### src/rtl/crc_serial_pkg.sv
package crc_serial_pkg;
  localparam int CRC_W = 16;
  localparam int GRP_W = 4;
  localparam int N_GRP = CRC_W / GRP_W;

  typedef struct packed {
    logic [CRC_W-1:0] taps;        // polynomial taps, or stored pattern for residue entries
    logic [N_GRP-1:0] grp_set;     // per-group preset: 1 = ones, 0 = zeros
    logic             inv_out;     // invert appended check word
    logic             lsb_from_fb; // bit 0 takes feedback (1) or raw data (0)
    logic             is_residue;  // entry is a residue pattern, feedback inhibited
  } crc_cfg_t;

  function automatic crc_cfg_t cfg_entry(input int idx);
    crc_cfg_t e;
    case (idx)
      0:       e = '{16'h8005, 4'b0000, 1'b0, 1'b1, 1'b0};
      1:       e = '{16'h1021, 4'b1111, 1'b0, 1'b1, 1'b0};
      2:       e = '{16'h1021, 4'b0000, 1'b0, 1'b1, 1'b0};
      3:       e = '{16'h1021, 4'b1111, 1'b1, 1'b1, 1'b0};
      4:       e = '{16'h8005, 4'b1111, 1'b0, 1'b1, 1'b0};
      5:       e = '{16'h3D65, 4'b0000, 1'b1, 1'b1, 1'b0};
      6:       e = '{16'h8BB7, 4'b0101, 1'b0, 1'b1, 1'b0};
      7:       e = '{16'hA5C3, 4'b0000, 1'b0, 1'b0, 1'b1};
      default: e = '0;
    endcase
    return e;
  endfunction

  function automatic logic [CRC_W-1:0] expand_groups(input logic [N_GRP-1:0] g);
    logic [CRC_W-1:0] r;
    for (int i = 0; i < N_GRP; i++) r[i*GRP_W +: GRP_W] = {GRP_W{g[i]}};
    return r;
  endfunction

  // Remainder left after an inverted check word: 16 one-bits run from zero.
  function automatic logic [CRC_W-1:0] ones_residue(input logic [CRC_W-1:0] taps);
    logic [CRC_W-1:0] r;
    logic             fb;
    r = '0;
    for (int i = 0; i < CRC_W; i++) begin
      fb = 1'b1 ^ r[CRC_W-1];
      r  = {r[CRC_W-2:0], 1'b0} ^ ({CRC_W{fb}} & taps);
    end
    return r;
  endfunction
endpackage

### src/rtl/crc_cfg_rom.sv
module crc_cfg_rom
  import crc_serial_pkg::*;
#(
  parameter int SEL_W = 3
) (
  input  logic [SEL_W-1:0] addr,
  output crc_cfg_t         cfg,
  output logic [CRC_W-1:0] expect_res
);
  localparam int DEPTH = 1 << SEL_W;

  crc_cfg_t         table_q [DEPTH];
  logic [CRC_W-1:0] resid_q [DEPTH];

  for (genvar i = 0; i < DEPTH; i++) begin : g_entry
    assign table_q[i] = cfg_entry(i);
    assign resid_q[i] = table_q[i].is_residue ? table_q[i].taps :
                        table_q[i].inv_out    ? ones_residue(table_q[i].taps) :
                                                '0;
  end

  assign cfg        = table_q[addr];
  assign expect_res = resid_q[addr];
endmodule

### src/rtl/crc_shift_core.sv
module crc_shift_core
  import crc_serial_pkg::*;
(
  input  logic             clk,
  input  logic             rst,
  input  logic             init_n,
  input  logic             calc,
  input  logic             din,
  input  crc_cfg_t         cfg,
  output logic [CRC_W-1:0] crc_q,
  output logic [CRC_W-1:0] crc_nxt
);
  logic fb;
  logic lsb_in;

  always_comb begin
    fb     = cfg.is_residue ? 1'b0 : (din ^ crc_q[CRC_W-1]);
    lsb_in = cfg.lsb_from_fb ? fb : din;
    if (!init_n)
      crc_nxt = expand_groups(cfg.grp_set);
    else if (calc)
      crc_nxt = {crc_q[CRC_W-2:0], lsb_in} ^ ({CRC_W{fb}} & {cfg.taps[CRC_W-1:1], 1'b0});
    else
      crc_nxt = {crc_q[CRC_W-2:0], 1'b0};
  end

  always_ff @(posedge clk) begin
    if (rst) crc_q <= '0;
    else     crc_q <= crc_nxt;
  end
endmodule

### src/rtl/crc_out_stage.sv
module crc_out_stage
  import crc_serial_pkg::*;
(
  input  logic             clk,
  input  logic             rst,
  input  logic             init_n,
  input  logic             calc,
  input  logic             din,
  input  logic             msb,
  input  logic             inv_out,
  input  logic [CRC_W-1:0] crc_nxt,
  input  logic [CRC_W-1:0] expect_res,
  output logic             dout,
  output logic             err
);
  always_ff @(posedge clk) begin
    if (rst) begin
      dout <= 1'b0;
      err  <= 1'b0;
    end else begin
      dout <= !init_n ? 1'b0 : (calc ? din : (msb ^ inv_out));
      err  <= (crc_nxt != expect_res);
    end
  end
endmodule

### src/rtl/crc_serial_engine.sv
module crc_serial_engine
  import crc_serial_pkg::*;
#(
  parameter int SEL_W = 3
) (
  input  logic             clk,
  input  logic             rst,
  input  logic             init_n,
  input  logic             calc,
  input  logic             din,
  input  logic [SEL_W-1:0] sel,
  output logic             dout,
  output logic             err
);
  logic [SEL_W-1:0] sel_q;
  logic [SEL_W-1:0] rom_addr;
  crc_cfg_t         cur_cfg;
  logic [CRC_W-1:0] expect_res;
  logic [CRC_W-1:0] crc_q;
  logic [CRC_W-1:0] crc_nxt;
  logic             cfg_inv;
  logic             cfg_res;

  always_ff @(posedge clk) begin
    if (rst)          sel_q <= '0;
    else if (!init_n) sel_q <= sel;
  end

  assign rom_addr = init_n ? sel_q : sel;
  assign cfg_inv  = cur_cfg.inv_out;
  assign cfg_res  = cur_cfg.is_residue;

  crc_cfg_rom #(.SEL_W(SEL_W)) rom_i (
    .addr       (rom_addr),
    .cfg        (cur_cfg),
    .expect_res (expect_res)
  );

  crc_shift_core core_i (
    .clk     (clk),
    .rst     (rst),
    .init_n  (init_n),
    .calc    (calc),
    .din     (din),
    .cfg     (cur_cfg),
    .crc_q   (crc_q),
    .crc_nxt (crc_nxt)
  );

  crc_out_stage out_i (
    .clk        (clk),
    .rst        (rst),
    .init_n     (init_n),
    .calc       (calc),
    .din        (din),
    .msb        (crc_q[CRC_W-1]),
    .inv_out    (cur_cfg.inv_out),
    .crc_nxt    (crc_nxt),
    .expect_res (expect_res),
    .dout       (dout),
    .err        (err)
  );
endmodule

### config.mk
export PLATFORM = sky130hd
export DESIGN_NAME = crc_serial_engine
export DESIGN_NICKNAME = d
export VERILOG_FILES = /design/src/rtl/crc_serial_pkg.sv /design/src/rtl/crc_cfg_rom.sv /design/src/rtl/crc_shift_core.sv /design/src/rtl/crc_out_stage.sv /design/src/rtl/crc_serial_engine.sv
export SDC_FILE = /design/constraint.sdc
export NUM_CORES = 1
export LEC_CHECK = 0
export BUFFER_PORTS_ARGS = -buffer_cell sky130_fd_sc_hd__buf_2
export CORE_MARGIN = 3
export CORE_UTILIZATION = 60
export DETAILED_ROUTE_END_ITERATION = 10
export PLACE_DENSITY = 0.79
export RECOVER_POWER = 25
export SETUP_SLACK_MARGIN = 0.5
export SYNTH_ARGS = -nofsm -noshare
export SYNTH_HDL_FRONTEND = slang
export SYNTH_SLANG_ARGS = --single-unit
### constraint.sdc
create_clock -name clk -period 4 [get_ports clk]
set_input_delay 0.8 -clock clk [delete_from_list [all_inputs] [get_ports clk]]
set_output_delay 0.8 -clock clk [all_outputs]
set_load 0.02 [all_outputs]
==> key figures <==
Global route
  – GRT overflow: 0
  – Routing usage on met1: 0.341
  – First-pass GRT wire length: 6.19 mm
  – Vias in the first global route: 1268
  – Met3 Use GR: 0.0506
  – Met2 Track Usage GR: 0.372
  – Gr usage total: 0.243
  – Gr busiest metal: met2
  – Initial antenna violation count: 0
  – Pin count of the biggest net entering global routing: 18

Drt
  – Pre-antenna DRT Iters: 5
  – Via count: 1376
  – Avg Vias per Cell: 6.37
  – Drt initial violations: 105
  – Drt wl/cell: 17.2 µm
  – DRC Markers: 0
  – Routed WL: 3.71 mm
  – Final ANT Viol Nets: 0

Placement
  – Hpwl dp: 2.77 mm
  – Gpl congestion: 0.958
  – Port Buf Inserts: 9

STA
  – Max-slew headroom: 0.642
  – Minimum clock period after layout: 3430 ps
  – Achievable Freq: 292 MHz
  – Max-slew violations: 0
  – Final hold vios: 0
  – RSZ-0062 raised after global routing: no
  – Setup_tns: 0 ps
  – # setup viols final: 0
  – Final worst clock skew: 9.18 ps
  – Worst Tran Pin Value: 536 ps
  – Fin crit share: 0.857

Run
  – Max cap viols: 0

Synth
  – Synth warn: 0
  – Syn_nets: 195
  – Cell count after synthesis: 180
  – Distinct cell type count after synthesis: 51
  – Register area share after synthesis: 0.276
  – Mapped Area: 0.00152 mm²
  – #FFs+latches synth: 21
  – Avg Synthesized Cell Area: 8.47 µm²

Die
  – Row count: 17
  – Core area: 0.00232 mm²
  – Full die area: 0.00318 mm²
  – Die span in y: 56.4 µm
  – Die X: 56.4 µm
  – Starting Density: 0.657
  – IO Pins: 10

Worst setup path
  – Crit-path cells: buf_2 -> mux2i_1 -> clkbuf_1 -> inv_1 -> ha_1 -> and3b_1 -> nand3_4 -> mux2i_2 -> mux2_2 -> o32ai_1 -> o2111a_1 -> a41oi_1
  – Crit-path slowest cell: and3b_1
  – Family with the most delay on the worst path: multiplexers
  – CP Class: input pin to flip-flop
  – Worst Path Buf+Inv: 3
  – Largest stage delay, worst path: 360 ps
  – CP required: 4190 ps
  – Startpoint types: input pin
  – Crit path capture type: flip-flop
  – Arr. time, crit path: 3620 ps
  – Worst Path Max Fanout: 15

Power
  – Power per Cell Area: 321 mW/mm²
  – Peak VDD IR: 0.226 mV
  – Lkg Pwr: 0.000622 µW

CTS
  – CTS buffer count: 3
  – Max Root-Sink Buffers: 2
  – Worst-Skew Late Latency: 320 ps
  – Hold buffer count at cts: 0
  – Clock slew at reported path FFs: 110 ps
  – CTS tree: yes
  – CTS H-tree lvls: 1
  – Setup Fix Bufs, Post-CTS: 0
  – Clock sink total: 21
  – Root buffer cell: clkbuf_4
  – Post-CTS sizing: 0

Layout
  – Inserted Diodes: 0
  – P&R area growth vs syn: 5.91%
  – Commonest non-fill, non-tap cell in the layout: dfxtp_1
  – Layout cell share with drive strength beyond 1: 0.122
  – Most frequent cells in the layout: dfxtp_1, nor2_1, a21oi_1
  – Fillers: 206
  – Post-layout util: 0.696
  – Nets: 204

Min path
  – Worst Hold Class: flip-flop to flip-flop

Run status
  – Status: finished clean
==> state kept, by name (all words and copies together) (netlist names) <==
name and count:
out_i.dout 1, sel_q 3, out_i.err 1, core_i.crc_q 16
==> cell type report <==
| cell class | count | area (µm²) | area share |
|---|---|---|---|
| clock buffers | 4 | 26.3 | 0.0163 |
| inverters | 7 | 26.3 | 0.0163 |
| multi-input cells | 143 | 1040 | 0.643 |
| flip-flops and latches | 21 | 420 | 0.260 |
| well taps | 28 | 35.0 | 0.0217 |
| repair buffers | 13 | 68.8 | 0.0426 |
==> kinds of logic after synthesis <==
| kind of cell | count (synthesis) | synth area share |
|---|---|---|
| fa+ha+maj | 7 | 0.0575 |
| buf+inv | 16 | 0.0435 |
| xor+xnor | 19 | 0.122 |
| flops | 21 | 0.276 |
| simple gates | 61 | 0.207 |
| compound gates | 46 | 0.218 |
| mux | 10 | 0.0772 |
==> metrics by stage <==
| stage | hold slack, ps | cell area, µm² | setup slack, ps | total power [µW] | std cells |
|---|---|---|---|---|---|
| after floorplan | 429 | 1520 | 543 | 375 | 180 |
| after global placement | 453 | 1590 | 517 | 414 | 212 |
| after detailed placement | 459 | 1590 | 417 | 416 | 212 |
| after CTS | 476 | 1620 | 752 | 516 | 216 |
| after global routing | 510 | 1610 | 372 | 549 | 216 |
| final | 472 | 1610 | 572 | 519 | 216 |
==> cell usage after synthesis, drive strengths merged <==
| master | n | area (µm²) |
|---|---|---|
| xor2 | 12 | 124 |
| nor2b | 4 | 25.0 |
| a21o | 2 | 15.0 |
| nand3 | 7 | 52.6 |
| o2bb2ai | 1 | 8.76 |
| o221ai | 1 | 8.76 |
| o32ai | 2 | 17.5 |
| and3b | 1 | 8.76 |
| buf | 3 | 17.5 |
| or2 | 1 | 6.26 |
| nor4 | 1 | 6.26 |
| nor2 | 15 | 56.3 |
| nor3b | 1 | 7.51 |
| a211oi | 2 | 20.0 |
| clkinv | 1 | 3.75 |
| a21oi | 15 | 75.1 |
| ha | 7 | 87.6 |
| and2 | 4 | 25.0 |
| dfxtp | 21 | 420 |
| o2111ai | 3 | 32.5 |
| a2bb2oi | 1 | 8.76 |
| mux2 | 1 | 11.3 |
| a32oi | 1 | 8.76 |
| o2111a | 2 | 22.5 |
| a21boi | 1 | 7.51 |
| nor3 | 8 | 40.0 |
| nand3b | 1 | 7.51 |
| nand4 | 2 | 12.5 |
| clkbuf | 6 | 22.5 |
| o211ai | 4 | 30.0 |
| inv | 6 | 22.5 |
| nand2 | 13 | 48.8 |
| a2111o | 1 | 11.3 |
| xnor2 | 7 | 61.3 |
| a31oi | 3 | 18.8 |
| o21ai | 3 | 15.0 |
| o21a | 1 | 7.51 |
| mux2i | 9 | 106 |
| a41oi | 1 | 8.76 |
| nand2b | 2 | 12.5 |
| o31ai | 2 | 15.0 |
| and3 | 1 | 6.26 |
==> report_power, final <==
group / total [µW] / internal, µW / leakage, µW / switching (µW)
clock: 102 / 39.1 / 0.0000150 / 62.8
combinational: 177 / 70.3 / 0.000433 / 107
sequential: 240 / 227 / 0.000174 / 13.6
total: 519 / 336 / 0.000622 / 183
==> worst reg2reg max path, stage by stage (launching register included) <==
cell and delay [ps]:
dfxtp_1 340, mux2i_1 130, clkbuf_1 300, inv_1 140, ha_1 210, and3b_1 360, nand3_4 120, mux2i_2 240
mux2_2 360, o32ai_1 230, o2111a_1 230, a41oi_1 130
==> final timing paths <==
check	startpoint	depth (start not counted)	to	slack, ps
worst max-delay path	init_n	12	out_i.err$_SDFF_PP0_	570
worst min-delay path	core_i.crc_q[13]$_SDFF_PP0_	2	core_i.crc_q[14]$_SDFF_PP0_	470
worst max register to register	sel_q[1]$_SDFF_PP0_	11	out_i.err$_SDFF_PP0_	1110
worst min register to register	core_i.crc_q[13]$_SDFF_PP0_	2	core_i.crc_q[14]$_SDFF_PP0_	470
==> layer usage <==
metal,share of wire,vias up,wire length (µm)
met5,0,-,0
met4,0.030,0,113
met3,0.078,17,289
met2,0.44,76,1640
met1,0.45,615,1660
li1,-,668,-
Power figures use the tool's default switching activity.
